==> src/rtl/apad_pkg.sv <==
`timescale 1ns/1ps
package apad_pkg;
  localparam int PORT_W      = 7;
  localparam int TH_BIT      = 6;
  localparam int AXIS_W      = 8;
  localparam int BTN_W       = 8;
  localparam int NUM_AX      = 3;
  localparam int CYC_PER_SEQ = 8;
  localparam int CYC_W       = $clog2(CYC_PER_SEQ);
  localparam logic [AXIS_W-1:0] AXIS_CENTER = AXIS_W'(1) << (AXIS_W - 1);

  typedef logic [PORT_W-1:0] port_t;
  typedef logic [NUM_AX-1:0][AXIS_W-1:0] axes_t;

  localparam port_t STATE_RST = port_t'(1) << TH_BIT;

  function automatic int cnt_width(input int max_seq);
    return $clog2(max_seq * CYC_PER_SEQ);
  endfunction
endpackage

==> src/rtl/apad_seq_ctrl.sv <==
`timescale 1ns/1ps
module apad_seq_ctrl
  import apad_pkg::*;
#(
  parameter int MAX_SEQ   = 5,
  parameter int LAT_GUARD = 2,
  parameter int CNT_W     = cnt_width(MAX_SEQ)
) (
  input  logic             clk,
  input  logic             rst_n,
  input  logic             wr_stb,
  input  port_t            wr_data,
  input  port_t            wr_mask,
  input  logic             rd_stb,
  output logic             th_q,
  output logic [CNT_W-1:0] cnt_q
);
  localparam int CNT_MAX = (MAX_SEQ - 1) * CYC_PER_SEQ;
  localparam int LAT_SAT = LAT_GUARD + 1;
  localparam int LAT_W   = $clog2(LAT_SAT + 1);

  port_t             state_q, state_d, merged;
  logic [CNT_W-1:0]  cnt_d;
  logic [CNT_W:0]    next_seq;
  logic [LAT_W-1:0]  lat_q, lat_d;
  logic              th_fall, upd_en;

  assign merged   = (state_q & ~wr_mask) | (wr_data & wr_mask);
  assign th_fall  = state_q[TH_BIT] & ~merged[TH_BIT];
  assign next_seq = {1'b0, cnt_q[CNT_W-1:CYC_W], {CYC_W{1'b0}}} + (CNT_W+1)'(CYC_PER_SEQ);
  assign upd_en   = wr_stb | rd_stb;

  always_comb begin
    state_d = state_q;
    cnt_d   = cnt_q;
    lat_d   = lat_q;
    if (wr_stb) begin
      state_d = merged;
      if (th_fall) begin
        cnt_d = '0;
        lat_d = '0;
      end else if (lat_q > LAT_W'(LAT_GUARD)) begin
        if (next_seq > (CNT_W+1)'(CNT_MAX)) cnt_d = CNT_W'(CNT_MAX);
        else                                cnt_d = next_seq[CNT_W-1:0];
      end
    end else if (rd_stb) begin
      cnt_d = {cnt_q[CNT_W-1:CYC_W], cnt_q[CYC_W-1:0] + CYC_W'(1)};
      if (lat_q != LAT_W'(LAT_SAT)) lat_d = lat_q + LAT_W'(1);
    end
  end

  always_ff @(posedge clk or negedge rst_n) begin
    if (!rst_n) begin
      state_q <= STATE_RST;
      cnt_q   <= '0;
      lat_q   <= '0;
    end else if (upd_en) begin
      state_q <= state_d;
      cnt_q   <= cnt_d;
      lat_q   <= lat_d;
    end
  end

  assign th_q = state_q[TH_BIT];
endmodule

==> src/rtl/apad_axis_hold.sv <==
`timescale 1ns/1ps
module apad_axis_hold
  import apad_pkg::*;
(
  input  logic  clk,
  input  logic  rst_n,
  input  logic  ld,
  input  axes_t axes_in,
  output axes_t axes_q
);
  for (genvar a = 0; a < NUM_AX; a++) begin : g_axis
    logic [AXIS_W-1:0] val_d;
    assign val_d = axes_in[a];
    always_ff @(posedge clk or negedge rst_n) begin
      if (!rst_n)  axes_q[a] <= AXIS_CENTER;
      else if (ld) axes_q[a] <= val_d;
    end
  end
endmodule

==> src/rtl/apad_nibble_mux.sv <==
`timescale 1ns/1ps
module apad_nibble_mux
  import apad_pkg::*;
#(
  parameter int IDX_W = 4
) (
  input  logic [BTN_W-1:0] btn_n,
  input  axes_t            axes,
  input  logic [IDX_W-1:0] idx,
  input  logic             th,
  output port_t            rd_data
);
  localparam int GRP_W = IDX_W - 1;

  logic [GRP_W-1:0]  grp;
  logic [AXIS_W-1:0] word;
  logic [3:0]        nib;

  assign grp = idx[IDX_W-1:1];

  always_comb begin
    word = '0;
    if (grp == '0) begin
      word = ~btn_n;
    end else begin
      for (int a = 0; a < NUM_AX; a++) begin
        if (grp == GRP_W'(a + 1)) word = axes[a];
      end
    end
  end

  assign nib     = idx[0] ? word[3:0] : word[AXIS_W-1:AXIS_W-4];
  assign rd_data = {1'b1, th, idx[0], nib};
endmodule

==> src/rtl/apad_port.sv <==
`timescale 1ns/1ps
module apad_port
  import apad_pkg::*;
#(
  parameter int MAX_SEQ   = 5,
  parameter int LAT_GUARD = 2
) (
  input  logic             clk,
  input  logic             rst_n,
  input  logic             wr_stb,
  input  port_t            wr_data,
  input  port_t            wr_mask,
  input  logic             rd_stb,
  output port_t            rd_data,
  input  logic [BTN_W-1:0] btn_n,
  input  logic             axis_ld,
  input  axes_t            axes_in
);
  localparam int CNT_W = cnt_width(MAX_SEQ);
  localparam int IDX_W = CNT_W - 2;

  logic             th;
  logic [CNT_W-1:0] cnt;
  axes_t            axes;

  apad_seq_ctrl #(.MAX_SEQ(MAX_SEQ), .LAT_GUARD(LAT_GUARD), .CNT_W(CNT_W)) u_seq (
    .clk(clk), .rst_n(rst_n), .wr_stb(wr_stb), .wr_data(wr_data),
    .wr_mask(wr_mask), .rd_stb(rd_stb), .th_q(th), .cnt_q(cnt)
  );

  apad_axis_hold u_axes (
    .clk(clk), .rst_n(rst_n), .ld(axis_ld), .axes_in(axes_in), .axes_q(axes)
  );

  apad_nibble_mux #(.IDX_W(IDX_W)) u_mux (
    .btn_n(btn_n), .axes(axes), .idx(cnt[CNT_W-1:2]), .th(th), .rd_data(rd_data)
  );
endmodule

==> src/rtl/apad_responder.sv <==
`timescale 1ns/1ps
module apad_responder
  import apad_pkg::*;
#(
  parameter int NUM_PORTS = 2,
  parameter int MAX_SEQ   = 5,
  parameter int LAT_GUARD = 2
) (
  input  logic                          clk,
  input  logic                          rst_n,
  input  logic [NUM_PORTS-1:0]          wr_stb,
  input  logic [NUM_PORTS*PORT_W-1:0]   wr_data,
  input  logic [NUM_PORTS*PORT_W-1:0]   wr_mask,
  input  logic [NUM_PORTS-1:0]          rd_stb,
  output logic [NUM_PORTS*PORT_W-1:0]   rd_data,
  input  logic [NUM_PORTS*BTN_W-1:0]    btn_n,
  input  logic [NUM_PORTS-1:0]          axis_ld,
  input  logic [NUM_PORTS*AXIS_W-1:0]   axis_x,
  input  logic [NUM_PORTS*AXIS_W-1:0]   axis_y,
  input  logic [NUM_PORTS*AXIS_W-1:0]   axis_z
);
  for (genvar p = 0; p < NUM_PORTS; p++) begin : g_port
    axes_t axes_in;
    port_t rd_p;
    assign axes_in = {axis_z[p*AXIS_W +: AXIS_W],
                      axis_y[p*AXIS_W +: AXIS_W],
                      axis_x[p*AXIS_W +: AXIS_W]};
    apad_port #(.MAX_SEQ(MAX_SEQ), .LAT_GUARD(LAT_GUARD)) u_port (
      .clk(clk), .rst_n(rst_n),
      .wr_stb(wr_stb[p]),
      .wr_data(wr_data[p*PORT_W +: PORT_W]),
      .wr_mask(wr_mask[p*PORT_W +: PORT_W]),
      .rd_stb(rd_stb[p]),
      .rd_data(rd_p),
      .btn_n(btn_n[p*BTN_W +: BTN_W]),
      .axis_ld(axis_ld[p]),
      .axes_in(axes_in)
    );
    assign rd_data[p*PORT_W +: PORT_W] = rd_p;
  end
endmodule

==> config.mk <==
export PLATFORM = sky130hd
export DESIGN_NAME = apad_responder
export DESIGN_NICKNAME = d
export VERILOG_FILES = /design/src/rtl/apad_pkg.sv /design/src/rtl/apad_seq_ctrl.sv /design/src/rtl/apad_axis_hold.sv /design/src/rtl/apad_nibble_mux.sv /design/src/rtl/apad_port.sv /design/src/rtl/apad_responder.sv
export SDC_FILE = /design/constraint.sdc
export NUM_CORES = 1
export LEC_CHECK = 0
export CORE_AREA = 5 5 69 133
export DETAILED_ROUTE_END_ITERATION = 10
export DIE_AREA = 0 0 74 138
export PLACE_DENSITY_LB_ADDON = 0.3
export REMOVE_ABC_BUFFERS = 1
export SLEW_MARGIN = 40
export SYNTH_ARGS = -nofsm -noshare
export SYNTH_HDL_FRONTEND = slang
export SYNTH_SLANG_ARGS = --single-unit
export TNS_END_PERCENT = 100
==> constraint.sdc <==
create_clock -name clk -period 2.2 [get_ports clk]
set_clock_uncertainty 0.1 [all_clocks]
set_input_delay 0.44 -clock clk [delete_from_list [all_inputs] [get_ports clk]]
set_output_delay 0.44 -clock clk [all_outputs]
set_load 0.005 [all_outputs]
==> impl_metrics.env <==
export IMPL_fill_cells=662
export IMPL_hold_violations=0
export IMPL_place_congestion=0.804
export IMPL_crit_buf_inv=3
export IMPL_coreArea_um2=8000
export IMPL_area_delta_synth_final_pct=41.1
export IMPL_final_core_util_pct=63.9
export IMPL_grt_overflow_total=0
export IMPL_die_y_um=138
export IMPL_seq_area_um2=1670
export IMPL_combPwrFrac_pct=44.4
export IMPL_synthTopCellsByCount="dfrtp_1 (58), mux2_2 (58), nand2_1 (25), nand3b_1 (19), ha_1 (16)"
export IMPL_clk_pin_slew_ps=50
export IMPL_drt_pass1_iterations=4
export IMPL_die_area_um2=10200
export IMPL_rsz0062_at_grt="yes"
export IMPL_fmax_mhz=414
export IMPL_final_max_slew_violation_count=0
export IMPL_htree_levels=3
export IMPL_row_count=46
export IMPL_p_clk_share_pct=25.5
export IMPL_start_util_pct=45.3
export IMPL_wirelength_um=8320
export IMPL_async_flop_share_pct=100
export IMPL_design_area_um2=5110
export IMPL_power_frac_seq_pct=30.0
export IMPL_ys_types=39
export IMPL_cts_tree="yes"
export IMPL_nets=526
export IMPL_synthFlopType="dfrtp_1"
export IMPL_ir_drop_mv=0.654
export IMPL_viasPerCell=5.38
export IMPL_antenna_left=0
export IMPL_first_global_vias=3018
export IMPL_synth_ff_latch_count=66
export IMPL_post_route_drc_count=0
export IMPL_critPathTopFamily="flip-flops"
export IMPL_post_drt_wl_per_cell_um=16.3
export IMPL_ys_seq_area_share_pct=45.9
export IMPL_tns_ps=-1220
export IMPL_whs_ps=31.3
export IMPL_grt_pass1_wl_um=13800
export IMPL_yosysWarnings=0
export IMPL_antenna_cells=0
export IMPL_finalSetupViolCount=8
export IMPL_crit_slowest_cell="dfrtp_2"
export IMPL_fin_crit_ps=2420
export IMPL_status="complete, but fails checks"
export IMPL_drive_gt1_share_pct=34.0
export IMPL_drt_iter0_markers=87
export IMPL_dpl_cell_area_um2=4720
export IMPL_switching_power_uw=1770
export IMPL_critPathMaxStageDelay_ps=450
export IMPL_placedCellCount=497
export IMPL_multi_input_area_um2=1930
export IMPL_cts_path_max_buffers=2
export IMPL_path_cells="inv_2, buf_6, ha_4, or3_4, o211ai_1, buf_2"
export IMPL_vias=2751
export IMPL_cts_sink_count=66
export IMPL_maxCapViolCount=0
export IMPL_p_leak_uw=0.00208
export IMPL_end_kind="output pin"
export IMPL_cts_root_buf="clkbuf_16"
export IMPL_fin_cells=511
export IMPL_switching_share_pct=32.3
export IMPL_insertion_delay_ps=320
export IMPL_synth_edf_count=0
export IMPL_antenna_found_initial=0
export IMPL_netlist_instances=310
export IMPL_grt_max_degree=67
export IMPL_yosys_area_top_type_share_pct=40.1
export IMPL_track_usage_pct=17.4
export IMPL_crit_required_ps=1660
export IMPL_syn_area_um2=3620
export IMPL_worstSetupStartpointType="flip-flop"
export IMPL_synth_area_per_cell_um2=11.7
export IMPL_worstPathMaxFanout=4
export IMPL_synth_area_leaders="dfrtp_1 (40%), mux2_2 (18%), dfstp_2 (5.8%), ha_1 (5.5%), nand3b_1 (3.9%)"
export IMPL_yosys_area_top_type="dfrtp_1"
export IMPL_io_buffers=87
export IMPL_violations="negative setup slack"
export IMPL_hp_class="primary input to asynchronous set/reset pin"
export IMPL_dpl_hpwl_um=6190
export IMPL_fp_dieW_um=74
export IMPL_critPathArrivalTime_ps=1880
export IMPL_path_class="flip-flop to output pin"
export IMPL_cts_made_buffers=9
export IMPL_timing_final_crit_share_pct=110
export IMPL_worst_slack_ps=-216
export IMPL_p_int_uw=3710
export IMPL_io_pins=114
export IMPL_p_per_area_nw_per_um2=1070
## metal layers
metal  wire (um)  GRT usage (%)  up-vias
met5           0              0        -
met3         488           4.50       16
met2        4670           31.7       86
met4         214           7.45        0
li1            -              -     1324
met1        2960           17.8     1325
## state kept, by name, summed over array words and instances (netlist names)
signal / count
g_port.u_port.u_axes.axes_q: 48
g_port.u_port.u_seq.cnt_q: 12
g_port.u_port.u_seq.lat_q: 4
g_port.u_port.u_seq.state_q: 2
## worst paths after layout
| kind | endpoint | cells past startpoint | from | slack, ps |
|---|---|---|---|---|
| min in group clk | g_port[1].u_port.u_seq.lat_q[0] | 1 | g_port[1].u_port.u_seq.lat_q[0] | 390 |
| max reg2reg | g_port[1].u_port.u_seq.cnt_q[4] | 5 | g_port[1].u_port.u_seq.cnt_q[4] | 700 |
| min | g_port[1].u_port.u_seq.lat_q[0] | 2 | rst_n | 30 |
| max in group asynchronous | g_port[1].u_port.u_axes.axes_q[15] | 2 | rst_n | 1640 |
| max | rd_data[0] | 6 | g_port[0].u_port.u_seq.cnt_q[4] | -220 |
| min reg2reg | g_port[1].u_port.u_seq.lat_q[0] | 1 | g_port[1].u_port.u_seq.lat_q[0] | 390 |
## power groups by stage
stage	clock network (uW)	registers [uW]	logic, uW
after CTS	1440	1640	2440
after global placement	0	1620	2340
final	1400	1650	2430
after floorplan	0	1680	1180
after detailed placement	0	1630	2400
after global routing	1490	1680	2710
## placed cells by master (no fill, tap or decap), drive strengths merged, types with 2 or more instances in the layout
master / Yosys / layout
clkbuf: 1 / 13
clkdlybuf4s50: 0 / 78
o21ai: 8 / 8
a21oi: 10 / 10
nand3: 11 / 11
o211ai: 9 / 9
buf: 21 / 32
dfstp: 8 / 8
mux2: 58 / 58
a32o: 8 / 8
xnor2: 3 / 3
a21boi: 2 / 2
ha: 16 / 16
o22ai: 6 / 6
or3: 2 / 2
inv: 8 / 8
mux2i: 13 / 13
nand2: 25 / 25
dfrtp: 58 / 58
nor2b: 2 / 2
conb: 1 / 2
nand3b: 19 / 19
nand2b: 5 / 5
clkinv: 0 / 2
and3b: 2 / 2
a22o: 3 / 3
## cells by family (layout without fill, tap and decap cells)
group	after synthesis	after routing	synth area share, %
buf+inv	30	134	4.94
flops	66	66	45.9
other cells	1	2	0.104
mux	71	71	21.6
simple gates	71	71	11.0
fa+ha+maj	16	16	5.53
xor+xnor	4	4	0.968
compound gates	51	51	9.95
## through the flow
step           total power, uW  worst slack (ps)
2_1_floorplan             2860               202
4_1_cts                   5520              -201
6_report                  5480              -216
5_1_grt                   5880              -291
3_3_place_gp              3950              -323
3_5_place_dp              4040              -405
## layout make-up
class	count	area share, %
clock buffers	13	4.90
clock inverters	3	0.784
inverters	8	0.588
multi-input cells	215	37.8
flip-flops and latches	66	32.6
well taps	96	2.35
repair buffers	110	21.0
## repair_timing
item,CTS,global route
setup endpoints to repair,8,8
cloned,0,0
hold buffers,0,0
gates resized for setup,60,14
pin swaps,12,9
setup buffers,1,0
Note: power is estimated with default switching activity, not from simulation.
